===== config.mk =====
export PLATFORM = sky130hd
export DESIGN_NAME = coproc_dispatch
export DESIGN_NICKNAME = d
export VERILOG_FILES = /design/src/rtl/cpd_pkg.sv /design/src/rtl/cpd_ctrl.sv /design/src/rtl/cpd_datapath.sv /design/src/rtl/coproc_dispatch.sv
export SDC_FILE = /design/constraint.sdc
export NUM_CORES = 1
export LEC_CHECK = 0
export BUFFER_PORTS_ARGS = -buffer_cell sky130_fd_sc_hd__buf_2
export CORE_MARGIN = 3
export CORE_UTILIZATION = 50
export DETAILED_ROUTE_END_ITERATION = 7
export PLACE_DENSITY = 0.83
export SYNTH_ARGS = -nofsm -noshare
export SYNTH_HDL_FRONTEND = slang
export SYNTH_SLANG_ARGS = --single-unit

===== constraint.sdc =====
create_clock -name clk -period 1.8 [get_ports clk]
set_input_delay 0.18 -clock clk [delete_from_list [all_inputs] [get_ports clk]]
set_output_delay 0.18 -clock clk [all_outputs]
set_load 0.02 [all_outputs]

===== src/rtl/cpd_pkg.sv =====
package cpd_pkg;
  localparam int WORD_W = 16;
  localparam int DISP_W = 2 * WORD_W;

  typedef enum logic [2:0] {
    CLS_GENERAL = 3'd0,
    CLS_MOVEM   = 3'd1,
    CLS_DECBR   = 3'd2,
    CLS_SETCC   = 3'd3,
    CLS_TRAPCC  = 3'd4,
    CLS_BRSHORT = 3'd5,
    CLS_BRLONG  = 3'd6,
    CLS_REJECT  = 3'd7
  } insnClass_e;

  typedef enum logic [1:0] {
    ERR_NONE    = 2'd0,
    ERR_ILLEGAL = 2'd1,
    ERR_FAULT   = 2'd2
  } errCode_e;

  // strobes from control to datapath
  typedef struct packed {
    logic load;      // capture a new result
    logic advance;   // decode succeeded, length applies
    logic isBranch;  // displacement is meaningful
    logic useThird;  // long form: third word forms the low half
  } dpStrobe_t;
endpackage


===== src/rtl/cpd_ctrl.sv =====
module cpd_ctrl
  import cpd_pkg::*;
#(
  parameter int COP_ID = 1
) (
  input  logic              clk,
  input  logic              rstN,
  input  logic              reqValid,
  input  logic [WORD_W-1:0] opWord,
  input  logic              opFault,
  input  logic [WORD_W-1:0] secWord,
  input  logic              secFault,
  input  logic              thirdFault,
  output dpStrobe_t         strobe,
  output logic              respValid,
  output insnClass_e        classOut,
  output errCode_e          errOut
);
  localparam int TOP_LSB  = WORD_W - 4;
  localparam int ID_LSB   = 9;
  localparam int TYPE_LSB = 6;
  localparam int MODE_LSB = 3;

  logic [3:0] topNib;
  logic [2:0] idField, typeField, modeField, regField;
  insnClass_e clsNext;
  errCode_e   errNext;
  logic       branchNext, thirdNext;

  assign topNib    = opWord[WORD_W-1:TOP_LSB];
  assign idField   = opWord[ID_LSB+2:ID_LSB];
  assign typeField = opWord[TYPE_LSB+2:TYPE_LSB];
  assign modeField = opWord[MODE_LSB+2:MODE_LSB];
  assign regField  = opWord[2:0];

  always_comb begin
    clsNext    = CLS_REJECT;
    errNext    = ERR_NONE;
    branchNext = 1'b0;
    thirdNext  = 1'b0;
    if (opFault) begin
      errNext = ERR_FAULT;
    end else if (topNib != 4'hF || idField != 3'(COP_ID)) begin
      errNext = ERR_ILLEGAL;
    end else if (secFault) begin
      errNext = ERR_FAULT;
    end else begin
      unique case (typeField)
        3'd0: clsNext = secWord[WORD_W-1] ? CLS_MOVEM : CLS_GENERAL;
        3'd1: begin
          if (modeField == 3'd1)
            clsNext = CLS_DECBR;
          else if (modeField == 3'd7 && regField > 3'd1)
            clsNext = CLS_TRAPCC;
          else
            clsNext = CLS_SETCC;
        end
        3'd2: begin
          clsNext    = CLS_BRSHORT;
          branchNext = 1'b1;
        end
        3'd3: begin
          if (thirdFault) begin
            errNext = ERR_FAULT;
          end else begin
            clsNext    = CLS_BRLONG;
            branchNext = 1'b1;
            thirdNext  = 1'b1;
          end
        end
        default: errNext = ERR_ILLEGAL;
      endcase
    end
  end

  always_comb begin
    strobe.load     = reqValid;
    strobe.advance  = (errNext == ERR_NONE);
    strobe.isBranch = branchNext;
    strobe.useThird = thirdNext;
  end

  always_ff @(posedge clk or negedge rstN) begin
    if (!rstN) begin
      respValid <= 1'b0;
      classOut  <= CLS_REJECT;
      errOut    <= ERR_NONE;
    end else begin
      respValid <= reqValid;
      if (reqValid) begin
        classOut <= clsNext;
        errOut   <= errNext;
      end
    end
  end
endmodule


===== src/rtl/cpd_datapath.sv =====
module cpd_datapath
  import cpd_pkg::*;
#(
  parameter int PC_W  = 32,
  parameter int LEN_W = 4
) (
  input  logic              clk,
  input  logic              rstN,
  input  dpStrobe_t         strobe,
  input  logic [WORD_W-1:0] secWord,
  input  logic [WORD_W-1:0] thirdWord,
  input  logic [PC_W-1:0]   pcIn,
  output logic [DISP_W-1:0] displacement,
  output logic [LEN_W-1:0]  instLen,
  output logic [PC_W-1:0]   pcNext
);
  localparam int BASE_LEN  = 2 * (WORD_W / 8);
  localparam int EXTRA_LEN = WORD_W / 8;

  logic [DISP_W-1:0] dispCalc;
  logic [LEN_W-1:0]  lenCalc;
  logic [PC_W-1:0]   pcCalc;

  always_comb begin
    if (!strobe.advance || !strobe.isBranch)
      dispCalc = '0;
    else if (strobe.useThird)
      dispCalc = {secWord, thirdWord};
    else
      dispCalc = {{(DISP_W-WORD_W){secWord[WORD_W-1]}}, secWord};
  end

  always_comb begin
    if (!strobe.advance)
      lenCalc = '0;
    else if (strobe.useThird)
      lenCalc = LEN_W'(BASE_LEN + EXTRA_LEN);
    else
      lenCalc = LEN_W'(BASE_LEN);
  end

  assign pcCalc = pcIn + PC_W'(lenCalc);

  always_ff @(posedge clk or negedge rstN) begin
    if (!rstN) begin
      displacement <= '0;
      instLen      <= '0;
      pcNext       <= '0;
    end else if (strobe.load) begin
      displacement <= dispCalc;
      instLen      <= lenCalc;
      pcNext       <= pcCalc;
    end
  end
endmodule


===== src/rtl/coproc_dispatch.sv =====
module coproc_dispatch
  import cpd_pkg::*;
#(
  parameter int PC_W   = 32,
  parameter int LEN_W  = 4,
  parameter int COP_ID = 1
) (
  input  logic              clk,
  input  logic              rstN,
  input  logic              reqValid,
  input  logic [15:0]       opWord,
  input  logic              opFault,
  input  logic [15:0]       secWord,
  input  logic              secFault,
  input  logic [15:0]       thirdWord,
  input  logic              thirdFault,
  input  logic [PC_W-1:0]   pcIn,
  output logic              respValid,
  output logic [2:0]        classCode,
  output logic [1:0]        errCode,
  output logic [31:0]       displacement,
  output logic [LEN_W-1:0]  instLen,
  output logic [PC_W-1:0]   pcNext
);
  dpStrobe_t  strobe;
  insnClass_e classQ;
  errCode_e   errQ;

  cpd_ctrl #(.COP_ID(COP_ID)) u_ctrl (
    .clk(clk), .rstN(rstN), .reqValid(reqValid),
    .opWord(opWord), .opFault(opFault),
    .secWord(secWord), .secFault(secFault), .thirdFault(thirdFault),
    .strobe(strobe), .respValid(respValid),
    .classOut(classQ), .errOut(errQ)
  );

  cpd_datapath #(.PC_W(PC_W), .LEN_W(LEN_W)) u_dp (
    .clk(clk), .rstN(rstN), .strobe(strobe),
    .secWord(secWord), .thirdWord(thirdWord), .pcIn(pcIn),
    .displacement(displacement), .instLen(instLen), .pcNext(pcNext)
  );

  assign classCode = classQ;
  assign errCode   = errQ;
endmodule


Yosys cells after proc, flatten, opt, wreduce, memory -nomap -nowiden
Index checks and enable logic that the tools add are counted.
{ "classes": {"magnitude_cmp": 1, "add_sub_neg": 1, "n_eq_ne": 7, "mux": 26, "reduce_logical": 8} }
{ "op_table": {"columns": ["operator", "n"], "rows": [
  ["adder 32 x 4 -> 32 bit", 1],
  ["two-way mux 32 bit", 1],
  ["two-way mux 31 bit", 1],
  ["two-way mux 3 bit", 5],
  ["case mux 3 bit (4 select lines)", 1],
  ["two-way mux 1 bit", 10],
  ["two-way mux 2 bit", 5],
  ["== test 3 x 1 -> 1 bit, second input constant", 2],
  ["== test 3 x 2 -> 1 bit, second input constant", 2],
  ["two-way mux 4 bit", 1],
  ["inequality test 4 bit, second input constant", 1],
  ["case mux 2 bit (2 select lines)", 1],
  ["== test 3 bit, second input constant", 1],
  ["> comparator 3 x 1 -> 1 bit, second input constant", 1],
  ["logical NOT 3 bit", 1],
  ["inequality test 3 x 1 -> 1 bit, second input constant", 1],
  ["OR reduction 3 bit", 1],
  ["logical NOT 1 bit", 2],
  ["logical NOT 2 bit", 1],
  ["logical OR 1 bit", 2],
  ["case mux 1 bit (2 select lines)", 1],
  ["logical AND 1 bit", 1]
]} }
{ "word_totals": {"in_bits": 86, "wordCells": 49, "regBits": 74, "output_inout_bits": 74} }

Depth between registers and ports, before layout
{ "logic_depth": {"ltp_word": 10, "depth_mapped": 11, "mapped_depth_nobuf": 9} }

Cells and area by module
From an unflattened synthesis, not the netlist that was laid out.
{ "hier_totals": {"cells_unflattened": 369, "hier_area_um2": 3792.4} }
{ "by_module_without_submodules": {"columns": ["mod", "instances", "area_per_inst_um2", "seq_area_each_um2", "cells_each"], "rows": [
  ["cpd_datapath", 1, 3348.2, 1651.6, 324],
  ["cpd_ctrl", 1, 444.2, 153.9, 45]
]} }

Least setup slack after synthesis
No wires, ideal clock.
{ "synth_timing": {"path_type": "input to register", "start": "input port opWord[8]", "end": "register u_dp.pcNext[31]", "path_buffers": 2, "required_ns": 1.718, "setup_time_ns": 0.082, "path_stages": 11, "path_slack_ns": -1.302, "arrival_ns": 3.020, "cell_sequence": "nor4bb_1 and4_1 clkbuf_1 clkbuf_1 ha_1 inv_1 fa_1 and4b_1 nand3_1 or4_1 a31oi_1"} }
{ "synth_via": {"elab_chain_cells": 9, "elab_cells_between_ends": 17, "classes_between": "add/sub: 1; eq/ne: 3; mux: 10; reduce/logical: 3"} }
{ "synth_rtl": {"columns": ["item", "line_no", "rtl"], "rows": [
  ["start: declaration", "coproc_dispatch.sv:11", "input logic [15:0] opWord,"],
  ["== test 3 x 2 -> 1 bit (tied with other cells)", "cpd_ctrl.sv:48", "unique case (typeField)"],
  ["OR reduction 3 bit (no line)", null, null],
  ["case mux 2 bit (2 select lines)", "cpd_ctrl.sv:48", null],
  ["two-way mux 2 bit", "cpd_ctrl.sv:45", "end else if (secFault) begin"],
  ["two-way mux 2 bit", "cpd_ctrl.sv:43", "end else if (topNib != 4'hF || idField != 3'(COP_ID)) begin"],
  ["two-way mux 2 bit", "cpd_ctrl.sv:41", "if (opFault) begin"],
  ["logical NOT 2 bit", "cpd_ctrl.sv:78", "strobe.advance = (errNext == ERR_NONE);"],
  ["two-way mux 4 bit *", "cpd_datapath.sv:34", "if (!strobe.advance)"],
  ["via u_dp.lenCalc[1]", "cpd_datapath.sv:21", "logic [LEN_W-1:0] lenCalc;"],
  ["adder 32 x 4 -> 32 bit *", "cpd_datapath.sv:42", "assign pcCalc = pcIn + PC_W'(lenCalc);"],
  ["end signal: assignment", "cpd_datapath.sv:52", "pcNext <= pcCalc;"],
  ["end: declaration", "cpd_datapath.sv:15", "output logic [PC_W-1:0] pcNext"]
]} }
The timed path passes the listed nets; every way through them passes the cells marked *.
A chain may end at the register's enable or synchronous reset.

Worst setup path in the final report
{ "layout_timing": {"start": "input port thirdFault", "end": "register u_dp.pcNext[31]"} }
{ "layout_via": {"elab_chain_cells": 8, "elab_cells_between_ends": 14, "classes_between": "add/sub: 1; mux: 12; reduce/logical: 1"} }
{ "layout_rtl": {"columns": ["item", "line_no", "rtl"], "rows": [
  ["start: declaration", "coproc_dispatch.sv:16", "input logic thirdFault,"],
  ["two-way mux 2 bit / two-way mux 1 bit (equally long branches)", "cpd_ctrl.sv:63", "if (thirdFault) begin"],
  ["case mux 2 bit (2 select lines) / two-way mux 1 bit (equally long branches)", "cpd_ctrl.sv:48", null],
  ["two-way mux 2 bit / two-way mux 1 bit (equally long branches)", "cpd_ctrl.sv:45", null],
  ["two-way mux 2 bit / two-way mux 1 bit (equally long branches)", "cpd_ctrl.sv:43", null],
  ["two-way mux 2 bit / two-way mux 1 bit (equally long branches)", "cpd_ctrl.sv:41", null],
  ["logical NOT 2 bit / two-way mux 2 bit (equally long branches)", "cpd_ctrl.sv:78, cpd_datapath.sv:36", null],
  ["two-way mux 4 bit *", "cpd_datapath.sv:34", null],
  ["adder 32 x 4 -> 32 bit *", "cpd_datapath.sv:42", null]
]} }
Mark *: on every way between the ends. The rest lies on a longest branch, timed or not.

==> results.tsv <==
metric	value	unit
status	finished with violations	
failing checks	negative setup slack	
initial drt markers	173	
CTS Buf Count	9	
largest net degree at the start of global routing	70	
H-tree depth	3	
vias per cell	5.67	
fmax	428	MHz
remaining antenna violation count after routing	0	
wire length of the first global-routing pass	18.4	mm
vias in the first global route	3806	
Worst Skew	0	ps
Crit Reg-Reg Startpoint	u_ctrl.classOut[0]	
Area Overhead vs Synth	47.0	%
crit end category	flip-flop	
Rows	30	
routed len/inst	16.8	um
DIE AREA	8540	um2
Final Cycle Share	1.30	
slew at the pin closest to its max-slew limit	544	ps
post-synth top area share	0.462	
Starting Density	0.532	
root buffer cell	clkbuf_8	
Yosys Warn Count	0	
Die Width	92.4	um
R2R Setup Slk	700	ps
worst hold path type	in2reg	
Max Slew Vio Count	0	
area leader, netlist	dfrtp_1	
Congestion Overflow GR	0	
CTS Sinks	72	
Post-Syn Area	3730	um2
RSZ-0062 raised after global routing	true	
Seq/Total Area, Yosys	0.484	
num ports	160	
Placer Congestion	0.874	
Synth Flop Type	dfrtp_1	
CP max FO	3	
Post-synth EDFFs	0	
Final Setup Violations	22	
synthesized area per cell	9.67	um2
number of synthesized register bits	72	
post-synthesis instance total	386	
critical path arrival	2590	ps
Total GRT Usage	0.266	
diode count	0	
Crit. Startpoint	thirdFault	
final net count	672	
vias after detailed routing	3878	
Max-slew headroom	0.637	
Power, Total	3880	uW
fraction of layout cells with a size suffix above 1	0.457	
# DRC	0	
crit path kind	in2reg	
Critical R2R Capture	u_ctrl.classOut[0]	
fill count	467	
drt first pass iters	7	
synth top area cells	dfrtp_1 (46%), a21oi_1 (4.3%), mux2i_1 (4.3%)	
initial antenna violation count	0	
worst reg-to-reg path cell count	4	
dpl hpwl	8.19	mm
fin crit period	2340	ps
core area	7020	um2
Setup WS pre-CTS	-911	ps
Power Density	708	nW/um2
Synth async-reset ratio	1.00	
port bufs	156	
latest clock arrival within the worst-skew pair	340	ps
Distinct cells, synth	52	
Max IR drop VDD	476	uV
CP endpoint	u_dp.pcNext[31]	
Routed WL	11.5	mm
startpoint types	input pin	
CTS clock-pin slew for the worst setup and hold paths	80	ps
Bufs on Longest Clock Path	2	
required time worst endpoint	2050	ps
fin worst setup slack	-535	ps
die span in y	92.4	um
max cap viols	0	
Pleak	0.00257	uW
CTS tree	done	
endpoints failing hold	0	
## area by class of cell
type / count / area, um2 / share of cell area
clock buffers: 10 / 138 / 0.0251
clock inverters: 6 / 91.3 / 0.0166
inverters: 35 / 131 / 0.0239
multi-input cells: 257 / 1940 / 0.353
flip-flops and latches: 72 / 1810 / 0.329
well taps: 96 / 120 / 0.0219
repair buffers: 208 / 1260 / 0.230
## Yosys cell counts, drive strengths merged, types with 8 or more instances
| master | number |
|---|---|
| dfrtp | 69 |
| nor2 | 36 |
| inv | 34 |
| a21oi | 32 |
| o22ai | 23 |
| clkbuf | 17 |
| a31oi | 16 |
| mux2i | 16 |
| nand2 | 14 |
| or4 | 13 |
| o31ai | 12 |
| nand3 | 10 |
| o2bb2ai | 9 |
| xnor2 | 9 |
| nand4 | 8 |
## report_power, final
| part | internal (uW) | leakage [uW] | switching, uW |
|---|---|---|---|
| Combinational | 275 | 0.00155 | 404 |
| Sequential | 1690 | 0.000902 | 42.3 |
| Clock | 826 | 0.000117 | 647 |
| Total | 2790 | 0.00257 | 1090 |
## cells by family (layout without fill, tap and decap cells)
group,Yosys count,count (layout),synth area share
mux,22,22,0.0610
compound gates,107,107,0.182
buf+inv,58,259,0.0647
simple gates,110,110,0.165
xor+xnor,13,13,0.0305
other cells,1,2,0.00100
flops,72,72,0.484
fa+ha+maj,3,3,0.0121
## worst min path at each step
stage | from | end | slack [ps] | cells past startpoint
2_1_floorplan | rstN | u_ctrl.errOut[0] | -120 | 0
3_3_place_gp | rstN | u_dp.displacement[28] | 200 | 1
3_5_place_dp | rstN | u_dp.displacement[12] | 200 | 1
4_1_cts | pcIn[0] | u_dp.pcNext[0] | 60 | 2
5_1_grt | pcIn[0] | u_dp.pcNext[0] | 50 | 2
6_report | pcIn[0] | u_dp.pcNext[0] | 70 | 2
## worst max-delay path, stage by stage
cell	delay (ps)
buf_6	100
nor4bb_4	310
and4_4	280
ha_4	140
inv_2	30
fa_2	360
and4b_1	310
nand3_2	90
or4_1	550
a31oi_1	240
## metal layers
layer	up-vias	global-route usage	routed length [um]
met5	-	0	0
met4	0	0.0817	174
met3	18	0.0642	909
met2	196	0.450	5680
met1	1853	0.337	4700
li1	1811	-	-
## placed cells by master (no fill, tap or decap), drive strengths merged, types with 2 or more instances in the layout
cell type,instances
nor3,3
nand2,14
o22ai,23
a21oi,32
and4b,3
xor2,4
mux2,6
nand3,10
and3,3
nand4,8
or4,13
conb,2
inv,35
and2,2
xnor2,9
nor4,5
mux2i,16
bufinv,2
dfrtp,69
o31ai,12
ha,2
nor2,36
o21ai,5
clkinv,4
o2bb2ai,9
and4,3
nand2b,3
clkbuf,10
buf,207
a31oi,16
dfstp,3
nor4bb,2
## flip-flops by register name, indices dropped and copies added, names as in the netlist
signal / flops
u_dp.instLen: 2
u_ctrl.classOut: 3
u_ctrl.errOut: 2
u_ctrl.respValid: 1
u_dp.displacement: 32
u_dp.pcNext: 32
## stage by stage
| step | instances | hold slack [ps] | setup TNS [ps] | area (um2) | util |
|---|---|---|---|---|---|
| after floorplan | 387 | -116 | -11350 | 3830 | - |
| after global placement | 660 | 199 | -16490 | 4960 | 0.706 |
| final | 684 | 68.1 | -5590 | 5490 | 0.782 |
| after detailed placement | 660 | 199 | -17680 | 4960 | 0.706 |
| after CTS | 682 | 59.9 | -5560 | 5360 | 0.763 |
| after global routing | 684 | 47.0 | -7150 | 5490 | 0.782 |
## what timing repair did
item                       4_1_cts  5_1_grt
hold buffers                     1        0
buffers inserted                 5        2
hold endpoints to repair        38        0
setup endpoints to repair       23       27
resized for setup               24       24
pin swaps                       24       26
Note: power is estimated with default switching activity, not from simulation.
